`config.mk`:
```
export PLATFORM = sky130hd
export DESIGN_NAME = pipe_hazard_ctl
export DESIGN_NICKNAME = d
export VERILOG_FILES = /design/src/rtl/hzb_pkg.sv /design/src/rtl/hzb_match.sv /design/src/rtl/hzb_opsel.sv /design/src/rtl/hzb_flowctl.sv /design/src/rtl/pipe_hazard_ctl.sv
export SDC_FILE = /design/constraint.sdc
export NUM_CORES = 1
export LEC_CHECK = 0
export BUFFER_PORTS_ARGS = -buffer_cell sky130_fd_sc_hd__buf_2
export CAP_MARGIN = 30
export CORE_UTILIZATION = 30
export DETAILED_ROUTE_END_ITERATION = 8
export PLACE_DENSITY = 0.77
export SYNTH_ARGS = -nofsm -noshare
export SYNTH_HDL_FRONTEND = slang
export SYNTH_HIERARCHICAL = 1
export SYNTH_SLANG_ARGS = --single-unit
```
`constraint.sdc`:
```
create_clock -name clk -period 2 [get_ports clk]
set_clock_uncertainty 0.2 [all_clocks]
set_input_delay 0.4 -clock clk [delete_from_list [all_inputs] [get_ports clk]]
set_output_delay 0.4 -clock clk [all_outputs]
set_load 0.03 [all_outputs]
```
`src/rtl/hzb_pkg.sv`:
```
package hzb_pkg;
  typedef enum logic [1:0] {
    OPS_REGFILE  = 2'd0,
    OPS_FROM_WB  = 2'd1,
    OPS_FROM_MEM = 2'd2
  } opsel_e;
endpackage

```
`src/rtl/hzb_match.sv`:
```
// Register-number comparator shared by bypass, stall and store paths.
// Register zero is hardwired and never counts as a producer/consumer pair.
module hzb_match #(
  parameter int RW = 5
) (
  input  logic [RW-1:0] src,
  input  logic [RW-1:0] dst,
  input  logic          wen,
  output logic          hit
);
  always_comb begin
    hit = wen && (src != '0) && (src == dst);
  end
endmodule

```
`src/rtl/hzb_opsel.sv`:
```
// One ALU operand: compares the decode source with the two older
// producers and registers the select so it lines up with execute.
module hzb_opsel
  import hzb_pkg::*;
#(
  parameter int RW = 5
) (
  input  logic          clk,
  input  logic          rst_n,
  input  logic [RW-1:0] src,
  input  logic [RW-1:0] ex_dst,
  input  logic          ex_wen,
  input  logic [RW-1:0] mem_dst,
  input  logic          mem_wen,
  input  logic          kill,
  output logic          hit_ex,
  output logic [1:0]    sel_o
);
  logic   hit_mem;
  opsel_e sel_d;
  opsel_e sel_q;

  hzb_match #(.RW(RW)) u_m_ex (
    .src(src), .dst(ex_dst), .wen(ex_wen), .hit(hit_ex)
  );

  hzb_match #(.RW(RW)) u_m_mem (
    .src(src), .dst(mem_dst), .wen(mem_wen), .hit(hit_mem)
  );

  // Newest producer first; a killed slot becomes a bubble.
  always_comb begin
    if (kill) begin
      sel_d = OPS_REGFILE;
    end else if (hit_ex) begin
      sel_d = OPS_FROM_MEM;
    end else if (hit_mem) begin
      sel_d = OPS_FROM_WB;
    end else begin
      sel_d = OPS_REGFILE;
    end
  end

  always_ff @(posedge clk or negedge rst_n) begin
    if (!rst_n) begin
      sel_q <= OPS_REGFILE;
    end else begin
      sel_q <= sel_d;
    end
  end

  assign sel_o = sel_q;
endmodule

```
`src/rtl/hzb_flowctl.sv`:
```
// Latch enables and clears; a redirect outranks a load-use stall.
module hzb_flowctl (
  input  logic stall_req,
  input  logic redirect,
  output logic pc_en,
  output logic fd_en,
  output logic fd_clr,
  output logic dx_clr
);
  logic stall_eff;

  always_comb begin
    stall_eff = stall_req && !redirect;
    pc_en     = !stall_eff;
    fd_en     = !stall_eff;
    fd_clr    = redirect;
    dx_clr    = redirect || stall_eff;
  end
endmodule

```
`src/rtl/pipe_hazard_ctl.sv`:
```
module pipe_hazard_ctl #(
  parameter int NUM_REGS = 32,
  localparam int RW = $clog2(NUM_REGS)
) (
  input  logic          clk,
  input  logic          rst_n,
  input  logic [RW-1:0] dec_src_a,
  input  logic [RW-1:0] dec_src_b,
  input  logic [RW-1:0] ex_dst,
  input  logic          ex_wen,
  input  logic          ex_is_load,
  input  logic          ex_redirect,
  input  logic [RW-1:0] mem_dst,
  input  logic          mem_wen,
  input  logic          mem_is_store,
  input  logic [RW-1:0] mem_store_src,
  input  logic [RW-1:0] wb_dst,
  input  logic          wb_wen,
  output logic [1:0]    opa_sel,
  output logic [1:0]    opb_sel,
  output logic          st_data_fwd,
  output logic          pc_en,
  output logic          fd_en,
  output logic          fd_clr,
  output logic          dx_clr
);
  localparam int NUM_OPS = 2;

  logic [RW-1:0] src_arr [NUM_OPS];
  logic [1:0]    sel_arr [NUM_OPS];
  logic [NUM_OPS-1:0] hit_ex_vec;
  logic          load_use;
  logic          st_hit;

  assign src_arr[0] = dec_src_a;
  assign src_arr[1] = dec_src_b;

  for (genvar g = 0; g < NUM_OPS; g++) begin : g_op
    hzb_opsel #(.RW(RW)) u_opsel (
      .clk    (clk),
      .rst_n  (rst_n),
      .src    (src_arr[g]),
      .ex_dst (ex_dst),
      .ex_wen (ex_wen),
      .mem_dst(mem_dst),
      .mem_wen(mem_wen),
      .kill   (dx_clr),
      .hit_ex (hit_ex_vec[g]),
      .sel_o  (sel_arr[g])
    );
  end

  assign load_use = ex_is_load && (|hit_ex_vec);

  hzb_flowctl u_flow (
    .stall_req(load_use),
    .redirect (ex_redirect),
    .pc_en    (pc_en),
    .fd_en    (fd_en),
    .fd_clr   (fd_clr),
    .dx_clr   (dx_clr)
  );

  hzb_match #(.RW(RW)) u_st_match (
    .src(mem_store_src), .dst(wb_dst), .wen(wb_wen), .hit(st_hit)
  );

  assign st_data_fwd = mem_is_store && st_hit;
  assign opa_sel     = sel_arr[0];
  assign opb_sel     = sel_arr[1];
endmodule

```
==> summary.md, run 1 <==
| Metric | Value |
|---|---|
| Routed len/inst | `12.13 um` |
| Gate Count Post-Synth | `64` |
| Synth top area share | `23.44%` |
| Final net count | `169` |
| Syn nets | `102` |
| Flip-flop count of the largest register after layout | `4` |
| Post-DR vias/cell | `4.636` |
| Detailed Routing Iterations Pass 1 | `4` |
| Row cnt | `15` |
| FFs w/ async S/R, synth | `100.0%` |
| CTS root buffer | `clkbuf_4` |
| Top_reg_cell synth | `dfrtp_1` |
| Antenna diode count | `0` |
| Failing checks | `setup timing` |
| Largest net degree at the start of global routing | `5` |
| Syn_area_per_cell | `8.758 um^2` |
| Non-Filler Instances | `154` |
| Chip Height | `45.23 um` |
| Crit start category | `input port` |
| Setup-failing EPs final | `3` |
| Via Count | `714` |
| Num CTS Buffers | `3` |
| Run status | `finished, violations left` |
| Worst-path maximum fanout | `4` |
| Crit path arrival time | `1.64 ns` |
| Leak pwr | `0.5297 nW` |
| CP Capture Type | `primary output` |
| Sequential area share after synthesis | `17.86%` |
| Normalized max-slew margin | `85.55%` |
| Setup WS post-layout | `-0.2387 ns` |
| Post-DP HPWL | `1.536 mm` |
| Layout filler cell count | `151` |
| Stages on the worst setup path | `7` |
| Initial core utilization | `32.11%` |
| Reg clk slew, reported paths | `0.04 ns` |
| Hold_ws | `0.3003 ns` |
| Longest Clk Path Bufs | `2` |
| Pre-CTS setup slack | `-0.2907 ns` |
| Largest area contributor in the netlist | `xor2_1` |
| First-pass GRT wire length | `2.725 mm` |
| CTS tree | `done` |
| Share of layout cells above drive strength 1 | `59.69%` |
| CP Cell Sequence | `buf_2, xor2_1, nor3_1, and4_1, o21a_1, or2_4, buf_6` |
| DRC Markers | `0` |
| Number of flops mapped to enable cells by yosys | `0` |
| Yosys reg bits | `4` |
| Routed Antenna Nets | `0` |
| Max Clk Rate | `0.4467 GHz` |
| PwrDens | `323.2 mW/mm^2` |
| Top-count cell post-synth | `xor2_1` |
| Final period util | `111.9%` |
| Vias in the first global route | `726` |
| Layout area overhead | `91.96%` |
| Antenna violations before repair | `0` |
| Crit path buffers/inverters | `2` |
| MaxCap Viol Count | `0` |
| Setup CP Type | `in -> out` |
| Gr usage total | `18.38%` |
| Synth warn | `6` |
| Synth unique cells | `16` |
| Inst Count DP | `144` |
| Fin area | `0.001076 mm^2` |
| Sink Count | `4` |
| H-tree depth | `1` |
| CP peak stage delay | `0.26 ns` |
| Final Hold Vio Count | `0` |
| CP delay by family, top | `simple AND/OR/NAND/NOR gates` |
| Ports | `47` |
| Placed Area | `908.4 um^2` |
| Crit path time final | `2.239 ns` |
| Final Slew Violations | `0` |
| Core box area | `0.001745 mm^2` |
| Final weighted congestion in routability-driven placement | `0.7505` |
| Post-Syn Area | `560.5 um^2` |
| Peak VDD IR | `0.1908 mV` |
| Top post-synthesis cells by area | `xor2_1 (23%), dfrtp_1 (18%), nor4_2 (11%), and4_1 (7.8%), xnor2_1 (7.8%)` |
| Total gr overflow | `0` |
| Initial DRC count | `5` |
| Wirelength, routed | `1.868 mm` |
| Worst min-delay path category | `in -> async` |
| RSZ-0062 raised after global routing | `yes` |
| Port-buffer cells | `46` |
| Worst-Margin Slew | `0.2152 ns` |
| Required @ worst endpoint | `1.40 ns` |
| Die footprint | `0.002045 mm^2` |
| Chip Width | `45.23 um` |
| Max stage delay cell, worst path | `or2_4` |
per-layer routing:
layer  wire, um  track usage, %  part of all wire (%)
met2       1118           39.13                    60
met3        114           2.000                   6.1
met1        635           16.51                    34
met4          0           8.485                     0
met5          0               0                     0
through the flow:
step	TNS [ns]	utilization, %	power (W)
2_1_floorplan	-0.009273	-	0.0001419
3_3_place_gp	-0.8108	52.04	0.0002217
3_5_place_dp	-1.139	52.04	0.0002281
4_1_cts	-0.6929	58.57	0.0003409
5_1_grt	-0.7586	61.65	0.0003679
6_report	-0.6559	61.65	0.0003477
final timing paths:
check | startpoint | endpoint | slack, ns
max | dec_src_b[2] | dx_clr | -0.24
min | rst_n | g_op[1].u_opsel/sel_o[1] | 0.30
max in group asynchronous | rst_n | g_op[0].u_opsel/sel_o[1] | 1.19
min in group clk | ex_redirect | g_op[0].u_opsel/sel_o[0] | 0.41
area by class of cell:
type                       count  area [um^2]  area share [%]
multi-input combinational     58        494.2           45.93
timing repair buffer          64        427.9           39.77
sequential                     4        100.1           9.302
tap                           25        31.28           2.907
clock buffer                   3        22.52           2.093
layout by cell type, fill, tap and decap left out, drive strengths merged:
master,synthesis,final
clkbuf,0,3
nor4,5,5
and4,5,5
or2,6,6
o21a,1,1
xor2,15,15
dfrtp,4,4
nor3,5,5
o21ai,5,5
nand2b,1,1
nor2b,2,2
and2,1,1
xnor2,5,5
nor3b,2,2
nand2,5,5
dlygate4sd3,0,1
buf,2,63
logic make-up after synthesis:
family / Yosys count / share of synthesized area [%]
AOI/OAI and AO/OA: 6 / 5.803
xor gates and xnor gates: 20 / 31.25
buffers and inverters: 2 / 2.678
DFF: 4 / 17.86
and+or+nand+nor: 32 / 42.41
what timing repair did:
item,in CTS,in global routing
buffers inserted,5,1
endpoints found under the setup margin,3,4
hold buffers,1,0
resized for setup,12,13
pin swaps,7,9
endpoints found under the hold margin,4,0
report_power, final:
group	switching, W	internal, W	total (W)
logic	0.0000794	0.0000906	0.000170
registers	0.000000149	0.0000820	0.0000822
clock network	0.0000288	0.0000669	0.0000956
total	0.000108	0.000239	0.000348
(Power assumes the default switching activity.)
==> inputs of run 2 (changes only) <==
--- a/config.mk
+++ b/config.mk
@@ -9,8 +9,9 @@
 export CAP_MARGIN = 30
 export CORE_UTILIZATION = 30
 export DETAILED_ROUTE_END_ITERATION = 8
-export PLACE_DENSITY = 0.77
+export PLACE_DENSITY = 0.79
+export SLEW_MARGIN = 20
 export SYNTH_ARGS = -nofsm -noshare
 export SYNTH_HDL_FRONTEND = slang
-export SYNTH_HIERARCHICAL = 1
 export SYNTH_SLANG_ARGS = --single-unit
+export TNS_END_PERCENT = 1
==> run 2 against run 1 <==
The run ends with DRC, setup timing left. Highest routed layer unchanged. Power down 6.7%. Via count down 10%. Cell area down 15%. Critical path depth unchanged. Non-clock buffer count down 5. Sequential power about the same. Sequential cell count unchanged. Die area down 8.1%. Count of clock-buffer cells in the layout unchanged. Global-route usage about the same. Hold slack worse by 0.098 ns. Worst setup slack worse by 0.018 ns.
==> summary.md, run 2 <==
| Metric | Value |
|---|---|
| Register area | `100.1 um^2` |
| Final Slew Violations | `0` |
| Worst-path maximum fanout | `2` |
| Worst-Margin Slew | `0.2689 ns` |
| Vias in the first global route | `703` |
| Number of flops mapped to enable cells by yosys | `0` |
| Crit path time final | `2.256 ns` |
| Min-Delay Endpoint | `g_op[0].u_opsel.sel_o[1]` |
| Fin area | `909.6 um^2` |
| Detailed Routing Iterations Pass 1 | `5` |
| Post-DR vias/cell | `4.864` |
| Area of the multi-input gates | `414.1 um^2` |
| Post-DP HPWL | `1.344 mm` |
| Routed Antenna Nets | `0` |
| Sequential area share after synthesis | `19.51%` |
| First-pass GRT wire length | `2.615 mm` |
| Xor/xnor share of the synthesized area | `40.98%` |
| Final period util | `112.8%` |
| Crit path arrival time | `1.66 ns` |
| Row cnt | `14` |
| Port-buffer cells | `46` |
| Num CTS Buffers | `3` |
| Largest family of logic cells by synthesized area | `XOR/XNOR gates` |
| Gate Count Post-Synth | `56` |
| Wirelength, routed | `1.544 mm` |
| Die footprint | `0.001879 mm^2` |
| Required @ worst endpoint | `1.40 ns` |
| Top-count cell post-synth | `xnor2_1` |
| CP peak stage delay | `0.54 ns` |
| Crit start category | `input port` |
| Top post-synthesis cells by area | `xnor2_1 (27%), dfrtp_1 (20%), xor2_1 (14%), or4_1 (5.9%), nand4_1 (4.9%)` |
| Reg clk slew, reported paths | `0.03 ns` |
| DRC Markers | `3` |
| Flip-flop count of the largest register after layout | `4` |
| Longest Clk Path Bufs | `2` |
| Ports | `47` |
| Worst Hold Launch | `ex_is_load` |
| FFs w/ async S/R, synth | `100.0%` |
| Pre-CTS setup slack | `-0.3225 ns` |
| Synth Area in Compound Gates | `7.561%` |
| Syn_area_per_cell | `9.161 um^2` |
| Antenna diode count | `0` |
| Max Clk Rate | `0.4432 GHz` |
| Post-layout util | `58.35%` |
| Run status | `finished, violations left` |
| Share of layout cells above drive strength 1 | `59.48%` |
| Initial DRC count | `4` |
| Commonest non-fill, non-tap cell in the layout | `buf_2` |
| Yosys reg bits | `4` |
| Setup CP Type | `in -> out` |
| Post-synth top cells | `xnor2_1 (16), xor2_1 (8), dfrtp_1 (4), nand4_1 (4), or4_1 (4)` |
| Worst min-delay path category | `in -> reg` |
| CP Cell Sequence | `buf_2, or4_4, nor2_4, nor4_2, o21ai_1, or2_4, buf_6` |
| Post-synthesis simple-gate area fraction | `28.29%` |
| Leak pwr | `0.4348 nW` |
| Synth warn | `0` |
| Layout filler cell count | `151` |
| Synth unique cells | `20` |
| Total gr overflow | `0` |
| CTS root buffer | `clkbuf_4` |
| Final weighted congestion in routability-driven placement | `0.8315` |
| Hold_ws | `0.2018 ns` |
| Hold Path Stages | `2` |
| Layout area overhead | `77.32%` |
| Peak VDD IR | `0.1281 mV` |
| Normalized max-slew margin | `81.93%` |
| Post-CTS setup buffers | `0` |
| CTS tree | `done` |
| Max stage delay cell, worst path | `or4_4` |
| Antenna violations before repair | `0` |
| Setup-failing EPs final | `3` |
| Initial core utilization | `32.91%` |
| Mux cell area share after synthesis | `0%` |
| Largest area contributor in the netlist | `xnor2_1` |
| Via Count | `642` |
| MaxCap Viol Count | `0` |
| H-tree depth | `1` |
| CP Capture Type | `primary output` |
| Final Hold Vio Count | `0` |
| Inst Count DP | `128` |
| Sink Count | `4` |
| Non-Filler Instances | `132` |
| Gr usage total | `18.35%` |
| Setup WS post-layout | `-0.2563 ns` |
| Synth Area in Adders | `0%` |
| Failing checks | `DRC, setup timing` |
| Chip Width | `43.35 um` |
| RSZ-0062 raised after global routing | `yes` |
| Final net count | `156` |
| Post-Syn Area | `513.0 um^2` |
| Core box area | `0.001559 mm^2` |
| Top_reg_cell synth | `dfrtp_1` |
| Largest net degree at the start of global routing | `7` |
| Most frequent cells in the layout | `buf_2 (43), xnor2_1 (16), buf_4 (12), xor2_1 (8)` |
| Routed len/inst | `11.70 um` |
| PwrDens | `356.8 mW/mm^2` |
| Chip Height | `43.35 um` |
| Syn nets | `94` |
| Synth top area share | `27.32%` |
| Placed Area | `840.8 um^2` |
[run 2: cell count changes after synthesis, sizes merged, moves of 2 or more]
cell,delta
xnor2,+11
xor2,-7
and4,-5
nand2,-5
nor3,-5
or2,-5
nand4,+4
or4,+4
o21ai,-3
a211oi,+2
nor2,+2
nor4,-2
[run 2: per-layer routing]
metal	vias up	global-route usage, %	part of all wire, %
met2	28	36.97	59
met4	0	9.375	0
met3	0	2.500	6.4
met1	291	17.69	35
met5	-	0	0
li1	323	-	-
[run 2: cells by family (layout without fill, tap and decap cells)]
| kind of cell | after synthesis | after routing |
|---|---|---|
| AOI/OAI and AO/OA | 5 | 5 |
| buffers and inverters | 3 | 63 |
| xor gates and xnor gates | 24 | 24 |
| DFF | 4 | 4 |
| and+or+nand+nor | 20 | 20 |
[run 2: area by class of cell]
class | instances | share of cell area [%]
Tap cell | 16 | 2.201
Inverter | 1 | 0.4127
Timing Repair Buffer | 59 | 38.38
Clock buffer | 3 | 2.476
Multi-Input combinational cell | 49 | 45.53
Sequential cell | 4 | 11.00
[run 2: power breakdown]
| part | internal, W | switching, W |
|---|---|---|
| Sequential | 0.0000820 | 0.0000000941 |
| Combinational | 0.0000795 | 0.0000678 |
| Clock | 0.0000668 | 0.0000283 |
[run 2: worst max-delay path, delay by kind of cell]
kind                   cells  cell delay [ns]
and+or+nand+nor            4             0.85
buffers and inverters      2             0.23
AOI/OAI and AO/OA          1             0.17
[run 2: what timing repair did]
| item | in CTS | in global routing |
|---|---|---|
| endpoints found under the hold margin | 4 | 0 |
| endpoints found under the setup margin | 3 | 3 |
| pin swaps | 4 | 2 |
| gates resized for setup | 8 | 2 |
| hold buffers | 1 | 0 |
[run 2: worst max-delay path by stage]
stage	startpoint	to	slack [ns]	cells past startpoint
after floorplan	dec_src_b[0]	pc_en	-0.21	6
after global placement	dec_src_b[0]	pc_en	-0.32	7
after detailed placement	dec_src_b[0]	pc_en	-0.32	7
after CTS	dec_src_a[1]	pc_en	-0.27	7
after global routing	dec_src_a[1]	fd_en	-0.32	7
final	dec_src_a[1]	pc_en	-0.26	7
[run 2: through the flow]
| stage | TNS [ns] | power, W |
|---|---|---|
| floorplan | -0.3697 | 0.0001428 |
| global placement | -0.8854 | 0.0002193 |
| detailed placement | -0.8810 | 0.0002232 |
| CTS | -0.7614 | 0.0003294 |
| global route | -0.8917 | 0.0003456 |
| finish | -0.7165 | 0.0003246 |
==> inputs of run 3 (changes only) <==
--- a/config.mk
+++ b/config.mk
@@ -7,9 +7,12 @@
 export LEC_CHECK = 0
 export BUFFER_PORTS_ARGS = -buffer_cell sky130_fd_sc_hd__buf_2
 export CAP_MARGIN = 30
+export CORE_MARGIN = 3
 export CORE_UTILIZATION = 30
+export CTS_BUF_LIST = sky130_fd_sc_hd__clkbuf_8
 export DETAILED_ROUTE_END_ITERATION = 8
 export PLACE_DENSITY = 0.79
+export SETUP_SLACK_MARGIN = 0.5
 export SLEW_MARGIN = 20
 export SYNTH_ARGS = -nofsm -noshare
 export SYNTH_HDL_FRONTEND = slang
==> run 3 against run 2 <==
Sequential cell count stayed put. Core utilization is 8.5 points higher. Worst setup slack better by 0.0038 ns. Sequential share of layout area is 1.4 points lower. Global-route usage is 1.8 points lower. The flow finishes with violations (setup timing). Non-clock buffer count is 2 lower. Combinational power is 19% higher. Via count is 1.4% higher. Critical endpoint unchanged. Clock power is 74% higher. Critical path type unchanged. Routed wire length is 17% higher. Maximum frequency is 0.17% higher.
==> summary.md, run 3 (synthesized netlist as in run 2, its figures left out) <==
| Metric | Value |
|---|---|
| Run status | `finished, violations left` |
| Failing checks | `setup timing` |
| Required @ worst endpoint | `1.40 ns` |
| Worst-path maximum fanout | `2` |
| Commonest non-fill, non-tap cell in the layout | `buf_2` |
| Antenna violations before repair | `0` |
| Total gr overflow | `0` |
| Reg clk slew, reported paths | `0.03 ns` |
| Row cnt | `14` |
| Register area | `100.1 um^2` |
| Max Clk Rate | `0.4439 GHz` |
| DRC Markers | `0` |
| H-tree depth | `1` |
| CP delay by family, top | `simple AND/OR/NAND/NOR gates` |
| Final Slew Violations | `0` |
| Leak pwr | `0.4898 nW` |
| Num CTS Buffers | `3` |
| Crit path arrival time | `1.65 ns` |
| Chip Height | `47.35 um` |
| Crit path to | `pc_en` |
| Setup-failing EPs final | `3` |
| Ports | `47` |
| Normalized max-slew margin | `82.72%` |
| Antenna diode count | `0` |
| Layout area overhead | `103.2%` |
| RSZ-0062 raised after global routing | `yes` |
| Final weighted congestion in routability-driven placement | `0.7637` |
| Clock share of power | `39.0%` |
| Routed Antenna Nets | `0` |
| Stages on the worst setup path | `7` |
| Worst-Margin Slew | `0.2571 ns` |
| Largest net degree at the start of global routing | `7` |
| Post-CTS setup buffers | `0` |
| Via Count | `651` |
| PwrDens | `405.1 mW/mm^2` |
| Layout filler cell count | `121` |
| CTS root buffer | `clkbuf_8` |
| Setup CP Type | `in -> out` |
| Setup WS post-layout | `-0.2525 ns` |
| Post-DR vias/cell | `5.008` |
| Post-layout util | `66.85%` |
| Max stage delay cell, worst path | `or4_4` |
| Hold_ws | `0.2222 ns` |
| Flop pwr share | `19.5%` |
| Final period util | `112.6%` |
| Die footprint | `0.002242 mm^2` |
| Hold Path Stages | `2` |
| Worst min-delay path category | `in -> reg` |
| CP Capture Type | `primary output` |
| Port-buffer cells | `46` |
| Most frequent cells in the layout | `buf_2 (37), buf_4 (12), xnor2_1 (9), xor2_1 (8)` |
| CP peak stage delay | `0.54 ns` |
| Final net count | `154` |
| Peak VDD IR | `0.1827 mV` |
| Logic gate share of total power | `41.5%` |
| CP Launch Point | `dec_src_b[0]` |
| MaxCap Viol Count | `0` |
| Crit path time final | `2.253 ns` |
| CP Cell Sequence | `buf_2, or4_4, nor2_4, nor4_2, o21ai_1, or2_4, buf_6` |
| Sink Count | `4` |
| Core box area | `0.001559 mm^2` |
| Final Hold Vio Count | `0` |
| First-pass GRT wire length | `2.587 mm` |
| Area of the multi-input gates | `509.2 um^2` |
| CTS tree | `done` |
| NetSw | `0.0001164 W` |
| Share of layout cells above drive strength 1 | `70.18%` |
| Crit start category | `input port` |
| Initial core utilization | `32.91%` |
| Detailed Routing Iterations Pass 1 | `2` |
| Wirelength, routed | `1.805 mm` |
| Chip Width | `47.35 um` |
| Pre-CTS setup slack | `-0.3244 ns` |
| Initial DRC count | `1` |
| Sw frac | `27.57%` |
| Vias in the first global route | `661` |
| Routed len/inst | `13.88 um` |
| Flip-flop count of the largest register after layout | `4` |
| Crit path buffers/inverters | `2` |
| Gr usage total | `16.51%` |
| Power Internal | `0.0003058 W` |
| Post-DP HPWL | `1.459 mm` |
| Longest Clk Path Bufs | `2` |
run 3: cell count changes in the layout (fill, tap and decap cells not counted), moves of 3 or more:
cell | before | now
buf_2 | 43 | 37
buf_6 | 3 | 6
clkbuf_4 | 3 | 0
clkbuf_8 | 0 | 3
xnor2_1 | 16 | 9
xnor2_2 | 0 | 6
run 3: worst min path at each step:
| stage | startpoint | end | slack, ns |
|---|---|---|---|
| after floorplan | rst_n | g_op[0].u_opsel.sel_o[0] | -0.1 |
| after global placement | rst_n | g_op[1].u_opsel.sel_o[1] | 0.003 |
| after detailed placement | rst_n | g_op[0].u_opsel.sel_o[1] | 0.006 |
| after CTS | ex_redirect | g_op[0].u_opsel.sel_o[1] | 0.22 |
| after global routing | ex_is_load | g_op[1].u_opsel.sel_o[1] | 0.24 |
| final | ex_redirect | g_op[1].u_opsel.sel_o[1] | 0.22 |
run 3: metal layers:
metal / track usage, % / share of wire, % / vias up
met4: 6.077 / 0 / 0
met3: 2.299 / 6.1 / 0
met1: 15.25 / 31 / 308
met2: 34.76 / 62 / 26
met5: 0 / 0 / -
li1: - / - / 317
run 3: power by group through the flow:
stage / registers, W / logic (W) / clock network, W
finish: 0.0000822 / 0.000175 / 0.000165
global route: 0.0000823 / 0.000188 / 0.000176
CTS: 0.0000822 / 0.000153 / 0.000171
detailed placement: 0.0000831 / 0.000138 / 0
global placement: 0.0000831 / 0.000133 / 0
floorplan: 0.0000844 / 0.0000584 / 0
run 3: layout make-up:
class / count / area share (%)
clock buffers: 3 / 3.962
inverters: 1 / 0.3601
multi-input cells: 49 / 48.86
flip-flops and latches: 4 / 9.604
well taps: 16 / 1.921
repair buffers: 57 / 35.29
run 3: timing repair:
item                                    in CTS  in global routing
hold endpoints to repair                     4                  0
hold buffers                                 1                  0
pin swaps                                   15                  9
resized for setup                           20                 13
endpoints found under the setup margin       8                  8
run 3: metrics by stage:
step | power, W | cell area [um^2] | std cells | TNS [ns]
2_1_floorplan | 0.0001428 | 519.2 | 56 | -0.3697
5_1_grt | 0.0004464 | 1042 | 130 | -0.9160
3_5_place_dp | 0.0002206 | 825.8 | 126 | -0.8908
3_3_place_gp | 0.0002162 | 825.8 | 126 | -0.8801
6_report | 0.0004222 | 1042 | 130 | -0.7115
4_1_cts | 0.0004062 | 958.4 | 130 | -0.7417
